==> src/rtl/asr_pkg.sv <==
package asr_pkg;
  typedef enum logic [2:0] {
    FMT_MASTER  = 3'b000,
    FMT_LR      = 3'b001,
    FMT_WSYNC   = 3'b010,
    FMT_RSVD    = 3'b011,
    FMT_I2S     = 3'b100,
    FMT_LSB16   = 3'b101,
    FMT_LSB18   = 3'b110,
    FMT_MSBLAST = 3'b111
  } fmt_e;
endpackage

==> src/rtl/asr_clkgen.sv <==
module asr_clkgen #(
  parameter int unsigned HALF_BITS = 32
) (
  input  logic clk,
  input  logic rst_n,
  input  logic enable,
  output logic sck_o,
  output logic fs_o,
  output logic oe_o
);
  // two master clocks per bit, HALF_BITS bits per frame-sync level
  localparam int unsigned CW = $clog2(HALF_BITS) + 2;

  logic [CW-1:0] cnt_q, cnt_d;

  always_comb begin
    cnt_d = enable ? cnt_q + 1'b1 : '0;
  end

  always_ff @(posedge clk or negedge rst_n) begin
    if (!rst_n) cnt_q <= '0;
    else        cnt_q <= cnt_d;
  end

  assign sck_o = cnt_q[0];
  assign fs_o  = cnt_q[CW-1];
  assign oe_o  = enable;
endmodule

==> src/rtl/asr_front.sv <==
module asr_front #(
  parameter int unsigned STAGES = 2
) (
  input  logic clk,
  input  logic rst_n,
  input  logic use_gen,
  input  logic gen_sck,
  input  logic gen_fs,
  input  logic pin_sck,
  input  logic pin_fs,
  input  logic pin_sd,
  output logic bit_stb,
  output logic fs_lvl,
  output logic sd_lvl
);
  // bit 0: clock, bit 1: frame sync, bit 2: data
  logic [2:0] raw;
  logic [2:0] stg [STAGES];
  logic       sck_prev;

  assign raw = use_gen ? {pin_sd, gen_fs, gen_sck} : {pin_sd, pin_fs, pin_sck};

  always_ff @(posedge clk or negedge rst_n) begin
    if (!rst_n) begin
      for (int i = 0; i < STAGES; i++) stg[i] <= '0;
      sck_prev <= 1'b0;
    end else begin
      stg[0] <= raw;
      for (int i = 1; i < STAGES; i++) stg[i] <= stg[i-1];
      sck_prev <= stg[STAGES-1][0];
    end
  end

  assign bit_stb = stg[STAGES-1][0] & ~sck_prev;
  assign fs_lvl  = stg[STAGES-1][1];
  assign sd_lvl  = stg[STAGES-1][2];
endmodule

==> src/rtl/asr_framer.sv <==
module asr_framer
  import asr_pkg::*;
#(
  parameter int unsigned WORD_W = 24
) (
  input  logic              clk,
  input  logic              rst_n,
  input  fmt_e              fmt,
  input  logic              bit_stb,
  input  logic              fs_lvl,
  input  logic              sd_lvl,
  output logic [WORD_W-1:0] out_data,
  output logic              out_right,
  output logic              out_valid
);
  localparam int unsigned CNT_W = $clog2(WORD_W + 1);
  localparam logic [CNT_W-1:0] CNT_FULL = CNT_W'(WORD_W);
  localparam int unsigned PAD16 = WORD_W - 16;
  localparam int unsigned PAD18 = WORD_W - 18;

  logic              fs_d1_q, fs_d1_d, fs_d2_q, fs_d2_d;
  logic [WORD_W-1:0] sh_q, sh_d;
  logic [CNT_W-1:0]  cnt_q, cnt_d;
  logic              armed_q, armed_d, ws_right_q, ws_right_d;
  logic [WORD_W-1:0] data_q, data_d;
  logic              right_q, right_d, valid_q, valid_d;

  logic              is_ws, is_i2s, is_rsvd, msb_last, lsbj;
  logic              brk, ch_right, emit;
  logic [WORD_W-1:0] word;

  always_comb begin
    is_ws    = (fmt == FMT_WSYNC);
    is_i2s   = (fmt == FMT_I2S);
    is_rsvd  = (fmt == FMT_RSVD);
    msb_last = (fmt == FMT_MSBLAST);
    lsbj     = (fmt == FMT_LSB16) || (fmt == FMT_LSB18);
    if (is_ws)       brk = fs_lvl & ~fs_d1_q;
    else if (is_i2s) brk = fs_d1_q ^ fs_d2_q;
    else             brk = fs_lvl ^ fs_d1_q;
    if (is_ws)       ch_right = ws_right_q;
    else if (is_i2s) ch_right = fs_d2_q;
    else             ch_right = ~fs_d1_q;
  end

  always_comb begin
    unique case (fmt)
      FMT_LSB16:   word = sh_q << PAD16;
      FMT_LSB18:   word = sh_q << PAD18;
      FMT_MSBLAST: word = sh_q;
      default:     word = (cnt_q >= CNT_FULL) ? sh_q : (sh_q << (CNT_FULL - cnt_q));
    endcase
  end

  always_comb begin
    fs_d1_d    = fs_d1_q;
    fs_d2_d    = fs_d2_q;
    sh_d       = sh_q;
    cnt_d      = cnt_q;
    armed_d    = armed_q;
    ws_right_d = ws_right_q;
    if (bit_stb) begin
      fs_d1_d = fs_lvl;
      fs_d2_d = fs_d1_q;
      if (brk) begin
        sh_d    = msb_last ? {sd_lvl, {(WORD_W-1){1'b0}}} : {{(WORD_W-1){1'b0}}, sd_lvl};
        cnt_d   = CNT_W'(1);
        armed_d = 1'b1;
        if (armed_q && is_ws) ws_right_d = ~ws_right_q;
      end else begin
        if (msb_last)                     sh_d = {sd_lvl, sh_q[WORD_W-1:1]};
        else if (lsbj || cnt_q < CNT_FULL) sh_d = {sh_q[WORD_W-2:0], sd_lvl};
        if (cnt_q < CNT_FULL) cnt_d = cnt_q + 1'b1;
      end
    end
  end

  always_comb begin
    emit    = bit_stb & brk & armed_q & ~is_rsvd;
    data_d  = data_q;
    right_d = right_q;
    valid_d = 1'b0;
    if (is_rsvd) begin
      data_d  = '0;
      right_d = 1'b0;
    end else if (emit) begin
      data_d  = word;
      right_d = ch_right;
      valid_d = 1'b1;
    end
  end

  always_ff @(posedge clk or negedge rst_n) begin
    if (!rst_n) begin
      fs_d1_q    <= 1'b0;
      fs_d2_q    <= 1'b0;
      sh_q       <= '0;
      cnt_q      <= '0;
      armed_q    <= 1'b0;
      ws_right_q <= 1'b0;
      data_q     <= '0;
      right_q    <= 1'b0;
      valid_q    <= 1'b0;
    end else begin
      fs_d1_q    <= fs_d1_d;
      fs_d2_q    <= fs_d2_d;
      sh_q       <= sh_d;
      cnt_q      <= cnt_d;
      armed_q    <= armed_d;
      ws_right_q <= ws_right_d;
      data_q     <= data_d;
      right_q    <= right_d;
      valid_q    <= valid_d;
    end
  end

  assign out_data  = data_q;
  assign out_right = right_q;
  assign out_valid = valid_q;
endmodule

==> src/rtl/audio_sport_rx.sv <==
module audio_sport_rx
  import asr_pkg::*;
#(
  parameter int unsigned WORD_W      = 24,
  parameter int unsigned HALF_BITS   = 32,
  parameter int unsigned SYNC_STAGES = 2
) (
  input  logic              clk,
  input  logic              rst_n,
  input  logic [2:0]        mode,
  input  logic              sck_in,
  input  logic              fsync_in,
  input  logic              sdata_in,
  output logic              sck_out,
  output logic              fsync_out,
  output logic              sck_oe,
  output logic [WORD_W-1:0] sample_data,
  output logic              sample_right,
  output logic              sample_valid
);
  logic [1:0] rst_q;
  logic       rst_int_n;
  fmt_e       fmt;
  logic       is_master;
  logic       bit_stb, fs_lvl, sd_lvl;

  // asynchronous assertion, synchronous release
  always_ff @(posedge clk or negedge rst_n) begin
    if (!rst_n) rst_q <= 2'b00;
    else        rst_q <= {rst_q[0], 1'b1};
  end
  assign rst_int_n = rst_q[1];

  assign fmt       = fmt_e'(mode);
  assign is_master = (fmt == FMT_MASTER);

  asr_clkgen #(.HALF_BITS(HALF_BITS)) clkgen_i (
    .clk    (clk),
    .rst_n  (rst_int_n),
    .enable (is_master),
    .sck_o  (sck_out),
    .fs_o   (fsync_out),
    .oe_o   (sck_oe)
  );

  asr_front #(.STAGES(SYNC_STAGES)) front_i (
    .clk     (clk),
    .rst_n   (rst_int_n),
    .use_gen (is_master),
    .gen_sck (sck_out),
    .gen_fs  (fsync_out),
    .pin_sck (sck_in),
    .pin_fs  (fsync_in),
    .pin_sd  (sdata_in),
    .bit_stb (bit_stb),
    .fs_lvl  (fs_lvl),
    .sd_lvl  (sd_lvl)
  );

  asr_framer #(.WORD_W(WORD_W)) framer_i (
    .clk       (clk),
    .rst_n     (rst_int_n),
    .fmt       (fmt),
    .bit_stb   (bit_stb),
    .fs_lvl    (fs_lvl),
    .sd_lvl    (sd_lvl),
    .out_data  (sample_data),
    .out_right (sample_right),
    .out_valid (sample_valid)
  );
endmodule

==> config.mk <==
export PLATFORM = sky130hd
export DESIGN_NAME = audio_sport_rx
export DESIGN_NICKNAME = d
export VERILOG_FILES = /design/src/rtl/asr_pkg.sv /design/src/rtl/asr_clkgen.sv /design/src/rtl/asr_front.sv /design/src/rtl/asr_framer.sv /design/src/rtl/audio_sport_rx.sv
export SDC_FILE = /design/constraint.sdc
export NUM_CORES = 1
export LEC_CHECK = 0
export BUFFER_PORTS_ARGS = -buffer_cell sky130_fd_sc_hd__buf_2
export CAP_MARGIN = 25
export CORE_UTILIZATION = 30
export CTS_CLUSTER_DIAMETER = 120
export DETAILED_ROUTE_END_ITERATION = 12
export PLACE_DENSITY_LB_ADDON = 0.3
export RECOVER_POWER = 100
export SETUP_SLACK_MARGIN = 0.4
export SLEW_MARGIN = 15
export SYNTH_ARGS = -nofsm -noshare
export SYNTH_HDL_FRONTEND = slang
export SYNTH_SLANG_ARGS = --single-unit
==> constraint.sdc <==
create_clock -name clk -period 6.3 [get_ports clk]
set_input_delay 0.315 -clock clk [delete_from_list [all_inputs] [get_ports clk]]
set_output_delay 0.315 -clock clk [all_outputs]
set_load 0.02 [all_outputs]
---- After elaboration in Yosys (flattened, before gate mapping) ----
Index checks and enable logic that the tools add are counted.
cells by class
  magnitude comparators ................... 2
  bitwise operators ....................... 11
  $mul .................................... 0
  shift operators ......................... 1
  add/sub/neg operators ................... 3
  muxes and demuxes ....................... 20
  divide/modulo/power cells ............... 0
  eq/ne operators ......................... 6
  reduce and logical (&&, ||, !) cells .... 11
operators with widths
  kind                                                              count
  24-bit two-way mux                                                7
  24-bit case mux with 3 select lines                               1
  24-bit by 5-bit << shifter with 24-bit output                     1
  3-bit == test (second input constant)                             4
  5-bit two-way mux                                                 2
  1-bit two-way mux                                                 8
  7-bit by 1-bit adder with 7-bit output (second input constant)    1
  7-bit two-way mux                                                 1
  3-bit by 2-bit == test with 1-bit output (second input constant)  2
  2-bit AND reduction                                               3
  5-bit by 1-bit adder with 5-bit output (second input constant)    1
  1-bit bitwise AND                                                 5
  5-bit >= comparator (second input constant)                       1
  5-bit less-than comparator (second input constant)                1
  5-bit subtractor (first input constant)                           1
  1-bit NOT                                                         4
  2-bit nonzero test                                                2
  3-bit zero test                                                   1
  3-bit AND reduction                                               1
  3-bit nonzero test                                                1
  1-bit logical OR                                                  2
  2-bit two-way mux                                                 1
  1-bit XOR                                                         2
  1-bit logical AND                                                 1
storage, ports and cells
  memories ................................ 0
  RAM bits ................................ 0
  output and inout bits ................... 29
  flip-flop bits (word level) ............. 75
  ROM bits ................................ 0
  logic and storage cells ................. 68
  bits in latches ......................... 0

---- Longest topological paths before layout ----
Gate-level depths: netlist of the first run.
  depth in word-level cells ............... 8
  depth in mapped cells ................... 13

---- By module ----
Synthesis of the first run repeated with hierarchy kept, for this count alone.
unflattened totals
  cells, all modules ...................... 571
  area total of the unflattened synthesis .. 5348.9 um^2
by module, submodules not included
  module          cells an instance  area an instance (um^2)  times used
  asr_framer      528                4759.6                   1
  asr_clkgen      29                 321.6                    1
  asr_front       10                 203.9                    1
  audio_sport_rx  4                  63.8                     1

---- Worst setup path before layout of the first run ----
OpenSTA, ideal clock, no wires.
  path type ............................... flip-flop to flip-flop
  start point ............................. register framer_i.cnt_q[0]
  end point ............................... register framer_i.data_q[12], in the netlist framer_i.out_data[12]
  cell stages (with the launch flop) ...... 13
  path buffers ............................ 4
  library setup time ...................... 0.121 ns
  required time ........................... 6.179 ns
  path slack .............................. 3.661 ns
  arrival ................................. 2.518 ns
  period minus slack after synthesis ...... 2.639 ns
  cell sequence ........................... dfrtp_1 > buf_6 > inv_2 > buf_2 > ha_1 > buf_2 > buf_4 > mux2i_1 > mux2i_1 > mux2i_1 > a21oi_1 > a221o_1 > a22o_1
on the way
  cells in the longest elaborated chain, start to end .. 6
  elaborated cells on any way between the ends .. 7
RTL lines
  what                                           line               RTL
  start, declared                                asr_framer.sv:23   logic [CNT_W-1:0] cnt_q, cnt_d;
  start signal, assigned                         asr_framer.sv:108  cnt_q <= cnt_d;
  5-bit subtractor                               asr_framer.sv:51   default: word = (cnt_q >= CNT_FULL) ? sh_q : (sh_q << (CNT_FULL - cnt_q));
  24-bit by 5-bit << shifter with 24-bit output  asr_framer.sv:51
  24-bit two-way mux (*)                         asr_framer.sv:51
  24-bit case mux with 3 select lines (*)        asr_framer.sv:47   unique case (fmt)
  24-bit two-way mux (*)                         asr_framer.sv:86   end else if (emit) begin
  24-bit two-way mux (*)                         asr_framer.sv:83   if (is_rsvd) begin
  end signal, assigned                           asr_framer.sv:111  data_q <= data_d;
  end, declared                                  asr_framer.sv:25   logic [WORD_W-1:0] data_q, data_d;
Mark *: on every way between the ends. The rest lies on a longest branch, timed or not. The select of a mux whose other input is x is not followed.
A chain may end at the register's enable or synchronous reset.

---- Final worst setup path of the first run ----
  start point ............................. input mode[0]
  end point ............................... register framer_i.data_q[21], in the netlist framer_i.out_data[21]
on the way
  cells in the longest elaborated chain, start to end .. 7
  elaborated cells on any way between the ends .. 16
RTL lines
  what                                 line                  RTL
  start, declared                      audio_sport_rx.sv:10  input logic [2:0] mode,
  3-bit == test                        asr_framer.sv:34      is_i2s = (fmt == FMT_I2S);
  1-bit two-way mux                    asr_framer.sv:39      else if (is_i2s) brk = fs_d1_q ^ fs_d2_q;
  1-bit two-way mux                    asr_framer.sv:38      if (is_ws) brk = fs_lvl & ~fs_d1_q;
  1-bit bitwise AND (3 in a row)       asr_framer.sv:79      emit = bit_stb & brk & armed_q & ~is_rsvd;
  2-bit nonzero test (no source line)  n/a
Parallel ways exist; a longest one is shown, timed or not. The select of a mux whose other input is x is not followed.

==> impl_metrics.json, run 1 <==
{
  "drc_errors": 0,
  "outcome": "complete, but fails checks",
  "layout_commonest_cell": "dfrtp_1",
  "period_share_pct": 74.3,
  "routed_wl_um": 17500,
  "finalPower_mw": 2.84,
  "antenna_found_initial": 0,
  "hold_viol": 0,
  "initial_core_util_pct": 31.0,
  "grt_overflow": 0,
  "start_kind": "input port",
  "slew-limit-headroom_pct": -91.1,
  "async_flop_share_pct": 100,
  "fin_ws_ps": 1620,
  "skew_ps": 8.04,
  "grtUsageTotal_pct": 19.8,
  "tightest_slew_ps": 2870,
  "design_area_um2": 5890,
  "cts-htree-levels": 3,
  "syn2layout_area_growth_pct": 9.13,
  "drive_above_1_share_pct": 11.7,
  "ys.flop_type": "dfrtp_1",
  "crit_required_ps": 6570,
  "cap_violations": 4,
  "period_needed_ps": 4680,
  "synthCells": 592,
  "synth_seq_cells": 75,
  "clk_latency_ps": 360,
  "cts_root_buffer": "clkbuf_16",
  "chipWidth_um": 136,
  "hold_path_class": "in -> reg",
  "grt_pass1_wl_um": 27100,
  "clk_path_buf_depth": 2,
  "regArea_um2": 1880,
  "finalSetupViolations": 0,
  "path_max_fanout": 33,
  "nNetsFinal": 597,
  "clk_pin_slew_ps": 60,
  "fillerInstances": 1858,
  "yosysSeqAreaShare_pct": 34.8,
  "worstSetupEndpointType": "flop",
  "fin_util_pct": 33.8,
  "firstDrtPassIters": 5,
  "p_per_area_nw_per_um2": 482,
  "post-place-ws_ps": 2380,
  "yosysWarnings": 0,
  "num_rows": 48,
  "worstSetupPathType": "in -> reg",
  "layout_common_cells": "75 x dfrtp_1, 70 x mux2i_1, 62 x nand2_1, 45 x a21oi_1, 42 x nor2_1",
  "post-place-cells": 798,
  "grt_max_degree": 74,
  "tritoncts": "yes",
  "cts_buffers": 9,
  "syn_area_per_cell_um2": 9.12,
  "fmax_mhz": 214,
  "gp_congestion": 0.950,
  "post_synth_num_cell_types": 63,
  "placed_cell_area_um2": 5630,
  "finalSetupTns_ps": 0,
  "netlist.area_leader.share_pct": 34.8,
  "wl_per_cell_um": 21.4,
  "dp_hpwl_um": 12200,
  "io_pins": 37,
  "drt_iter0_drc": 502,
  "synth_area_leaders": "dfrtp_1 35%, mux2i_1 13%, nand2_1 4.3%",
  "die_h_um": 136,
  "hold_ws_ps": 63.8,
  "grt_pass1_vias": 4534,
  "numClockSinks": 75,
  "syn-num-nets": 603,
  "netlist_area_um2": 5400,
  "place.port_buffers": 36,
  "slew_violations": 130,
  "postRouteAntennaNets": 0,
  "antenna_cells": 0,
  "rsz0062_at_grt": "no",
  "routed-via-count": 4793,
  "multi_input_area_um2": 3200,
  "worstPathArrival_ps": 4950,
  "synth_edf_count": 0,
  "ir_worst_vdd_uv": 197,
  "via_per_inst": 5.87,
  "dieArea_um2": 18500,
  "post_cts.repair.setup_buffers": 0,
  "failed_checks": "max-capacitance violations, max-slew violations",
  "synth_top_area_cell": "dfrtp_1",
  "stdcell_count": 816,
  "p_leak_nw": 2.52,
  "core_area_um2": 17400
}
==> flip-flops by register name, summed over array words and instances, names as in the netlist <==
name                 cells
framer_i.out_valid       1
framer_i.out_right       1
front_i.sd_lvl           1
framer_i.sh_q           24
framer_i.fs_d2_q         1
clkgen_i.cnt_q           7
front_i.fs_lvl           1
front_i.stg              4
framer_i.out_data       24
front_i.sck_prev         1
framer_i.fs_d1_q         1
framer_i.ws_right_q      1
rst_q                    2
framer_i.cnt_q           5
framer_i.armed_q         1
==> where the power goes <==
group,internal (mW),switching (mW)
clock network,0.310,0.221
logic,0.620,0.848
registers,0.582,0.260
total,1.51,1.33
==> synthesized netlist by cell type (3+ instances only) <==
cell and instances:
a211oi_1 19, a21oi_1 44, a221o_1 3, a22o_1 14, a22oi_1 6, a2bb2oi_1 4
and2_1 4, and3_1 5, buf_2 19, buf_4 5, clkbuf_1 32, dfrtp_1 75
ha_1 3, inv_1 6, mux2_2 19, mux2i_1 70, mux4_2 9, nand2_1 62
nand2b_1 7, nand3_1 13, nor2_1 42, nor2b_1 6, nor3_1 12, o21ai_0 20
o21ai_1 8, o221ai_1 6, o22ai_1 14, o31ai_1 10, xnor2_1 6, xor2_1 6
==> per-layer routing <==
metal  vias up  routed length, um  share of wire (%)  global-route usage [%]
met1      2393               7900                 45                    26.8
met2       201               7980                 46                    30.4
met3        37               1170                6.7                    4.62
met5         -                  0                  0                       0
met4         0                414                2.4                    7.22
li1       2162                  -                  -                       -
==> final cells by class <==
| cell class | count | share of cell area, % |
|---|---|---|
| Multi-Input combinational cell | 447 | 54.2 |
| Sequential cell | 75 | 31.8 |
| Tap cell | 225 | 4.78 |
| Clock buffer | 9 | 3.82 |
| Timing Repair Buffer | 45 | 3.52 |
| Clock inverter | 7 | 1.27 |
| Inverter | 8 | 0.510 |
==> worst max-delay path, stage by stage <==
cell and delay [ps]:
clkbuf_1 1170, or3b_2 300, o311ai_2 130, a21oi_1 1510, nand3_2 610, inv_2 380, o221ai_1 310, o21ai_0 220
==> logic make-up after synthesis <==
| logic type | Yosys count | synth area share [%] |
|---|---|---|
| adders and majority gates | 3 | 0.695 |
| xor gates and xnor gates | 13 | 2.25 |
| AOI/OAI and AO/OA | 170 | 21.6 |
| buffers and inverters | 70 | 5.98 |
| other | 1 | 0.0694 |
| and+or+nand+nor | 162 | 13.9 |
| DFF | 75 | 34.8 |
| muxes | 98 | 20.7 |
==> timing repair <==
action / 4_1_cts / 5_1_grt
resized for setup: 0 / 0
hold buffers: 1 / 0
endpoints found under the hold margin: 2 / 0
==> final timing paths <==
| check | start | end | slack, ps | cells past startpoint |
|---|---|---|---|---|
| max reg2reg | framer_i.cnt_q[0]$_DFFE_PN0P_ | framer_i.out_data[19]$_DFFE_PN0P_ | 2300 | 9 |
| min | sdata_in | front_i.stg[5]$_DFF_PN0_ | 60 | 1 |
| min in group asynchronous | rst_n | rst_q[0]$_DFF_PN0_ | 260 | 2 |
| min reg2reg | front_i.stg[3]$_DFF_PN0_ | front_i.stg[0]$_DFF_PN0_ | 350 | 0 |
| max | mode[0] | framer_i.out_data[21]$_DFFE_PN0P_ | 1620 | 8 |
| max in group asynchronous | rst_q[1]$_DFF_PN0_ | framer_i.out_data[20]$_DFFE_PN0P_ | 2710 | 1 |
No activity file was read; power rests on OpenSTA's default activity.
==> run 2, diff against run 1 <==
ABC_AREA = 1   (was unset)
clock period = 4.22 ns   (was 6.3 ns; I/O delays follow)
==> run 2 against run 1 <==
Highest routed layer unchanged. Combinational power rose by 3%. Non-clock buffer count fell by 2. Flip-flop and latch count did not move. Critical endpoint is now framer_i.sh_q[23]$_DFFE_PN0P_. Die area fell by 5.9%. Routed wire length fell by 3.7%. The flow still finishes with violations (max-capacitance violations, max-slew violations). Total power rose by 16%. Design area fell by 4.7%. Critical path type is now reg -> reg.
==> impl_metrics.json, run 2 <==
{
  "outcome": "complete, but fails checks",
  "failed_checks": "max-capacitance violations, max-slew violations",
  "yosysSeqAreaShare_pct": 37.0,
  "initial_core_util_pct": 30.7,
  "tritoncts": "yes",
  "async_flop_share_pct": 100,
  "synth_seq_cells": 75,
  "fmax_mhz": 313,
  "clk_path_buf_depth": 2,
  "endpoint": "framer_i.sh_q[23]$_DFFE_PN0P_",
  "ys.flop_type": "dfrtp_1",
  "grtUsageTotal_pct": 19.6,
  "place.port_buffers": 36,
  "grt_pass1_vias": 4940,
  "start_kind": "flop",
  "wl_per_cell_um": 17.0,
  "synth_top_area_cell": "dfrtp_1",
  "grt_overflow": 0,
  "fin_util_pct": 34.0,
  "clk_pin_slew_ps": 60,
  "drt_iter0_drc": 677,
  "netlist.area_leader.share_pct": 37.0,
  "cts_buffers": 9,
  "syn2layout_area_growth_pct": 10.6,
  "post_synth_num_cell_types": 36,
  "p_leak_nw": 2.59,
  "finalSetupTns_ps": 0,
  "clk_latency_ps": 340,
  "chipWidth_um": 132,
  "synth_edf_count": 0,
  "antenna_found_initial": 0,
  "cts_root_buffer": "clkbuf_16",
  "crit_start": "framer_i.cnt_q[3]$_DFFE_PN0P_",
  "grt_pass1_wl_um": 26500,
  "cts-htree-levels": 3,
  "post-place-ws_ps": 1220,
  "r2r-end": "framer_i.sh_q[23]$_DFFE_PN0P_",
  "p_per_area_nw_per_um2": 587,
  "firstDrtPassIters": 5,
  "crit_required_ps": 4420,
  "grt_max_degree": 74,
  "netlist_area_um2": 5080,
  "synth_most_common_cell": "nand2_1",
  "worstSetupEndpointType": "flop",
  "routed-via-count": 5292,
  "syn-num-nets": 760,
  "antenna_cells": 0,
  "skew_ps": 4.68,
  "rsz0062_at_grt": "no",
  "io_pins": 37,
  "path_max_fanout": 23,
  "cap_violations": 1,
  "drc_errors": 0,
  "die_h_um": 132,
  "routed_wl_um": 16800,
  "worstReg2RegStart": "framer_i.cnt_q[3]$_DFFE_PN0P_",
  "dieArea_um2": 17400,
  "num_rows": 47,
  "hold_path_class": "in -> reg",
  "hold_ws_ps": 78.0,
  "via_per_inst": 5.34,
  "fin_ws_ps": 1020,
  "period_share_pct": 75.7,
  "finalSetupViolations": 0,
  "rrSetupSlack_ps": 1020,
  "numClockSinks": 75,
  "rr_worst_depth": 10,
  "drive_above_1_share_pct": 4.54,
  "slew_violations": 26,
  "synthCells": 749,
  "worstPathArrival_ps": 3390,
  "hold_start": "fsync_in",
  "design_area_um2": 5620,
  "dp_hpwl_um": 12200,
  "synth_area_leaders": "dfrtp_1 37%, nand2_1 15%, nand3_1 13%",
  "yosysWarnings": 0,
  "synthTopCellsByCount": "204 x nand2_1, 130 x nand3_1, 75 x dfrtp_1, 65 x inv_1, 56 x a21oi_1",
  "layout_commonest_cell": "nand2_1",
  "core_area_um2": 16500,
  "period_needed_ps": 3200,
  "nNetsFinal": 777,
  "ir_worst_vdd_uv": 202,
  "tightest_slew_ps": 1870,
  "layout_common_cells": "208 x nand2_1, 130 x nand3_1, 75 x dfrtp_1, 68 x inv_1, 59 x o21ai_0",
  "slew-limit-headroom_pct": -24.6,
  "gp_congestion": 0.932,
  "postRouteAntennaNets": 0,
  "placed_cell_area_um2": 5360,
  "syn_area_per_cell_um2": 6.78,
  "hold_viol": 0,
  "worstSetupPathType": "reg -> reg"
}
[run 2: cell count changes after synthesis, sizes merged, moves of 13 or more]
cell,before,now
nand2,62,210
mux2i,70,0
nand3,14,130
inv,8,72
mux2,19,0
clkbuf,34,13
o21ai,30,66
a211oi,19,6
o211ai,1,23
a22o,14,0
[run 2: kinds of logic after synthesis]
| kind of cell | Yosys count | share of synthesized area (%) |
|---|---|---|
| AO/OA/AOI/OAI | 162 | 18.2 |
| XOR/XNOR | 3 | 0.518 |
| flip-flops | 75 | 37.0 |
| other | 1 | 0.0739 |
| buffers and inverters | 111 | 9.64 |
| AND/OR/NAND/NOR | 394 | 33.8 |
| adder cells (fa/ha/maj) | 3 | 0.740 |
[run 2: worst min path at each step]
stage | to | slack [ps] | cells after the start
finish | front_i.stg[4]$_DFF_PN0_ | 80 | 3
global route | front_i.stg[4]$_DFF_PN0_ | 70 | 3
CTS | front_i.stg[4]$_DFF_PN0_ | 70 | 3
detailed placement | rst_q[1]$_DFF_PN0_ | -0.3 | 1
global placement | rst_q[1]$_DFF_PN0_ | -3 | 1
floorplan | rst_q[0]$_DFF_PN0_ | -80 | 0
[run 2: what timing repair did]
item	4_1_cts	5_1_grt
gates resized for setup	0	0
hold buffers	2	0
hold endpoints to repair	3	0
buffers inserted	0	0
[run 2: layout make-up]
cell class                 instances  area [um^2]
fill                            1786        10900
timing repair buffer              43          219
clock inverter                     4         48.8
inverter                          74          279
multi-input combinational        563         2670
clock buffer                      12          246
tap                              220          275
sequential                        75         1880
[run 2: worst max-delay path: stages (launching register included)]
cell	delay [ps]
dfrtp_1	430
nand2_1	220
inv_1	640
nand2_1	310
inv_1	200
nor2_1	50
buf_4	210
inv_1	190
nand2_1	440
o211ai_1	250
o21ai_0	100
[run 2: per-stage QoR]
step | cells | total power [mW]
after floorplan | 749 | 2.13
after global placement | 972 | 2.53
after detailed placement | 972 | 2.51
after CTS | 990 | 3.30
after global routing | 991 | 3.54
final | 991 | 3.30
[run 2: power breakdown]
| group | switching, mW | total (mW) | leakage [nW] | internal [mW] |
|---|---|---|---|---|
| Sequential | 0.176 | 1.01 | 0.980 | 0.835 |
| Clock | 0.298 | 0.772 | 0.147 | 0.474 |
| Combinational | 1.07 | 1.51 | 1.47 | 0.444 |
| Total | 1.54 | 3.30 | 2.59 | 1.75 |
[run 2: per-layer routing]
| layer | share of wire [%] | track usage (%) |
|---|---|---|
| met1 | 43 | 25.6 |
| met2 | 44 | 29.8 |
| met3 | 9.1 | 4.77 |
| met4 | 4.1 | 10.8 |
| met5 | 0 | 0 |
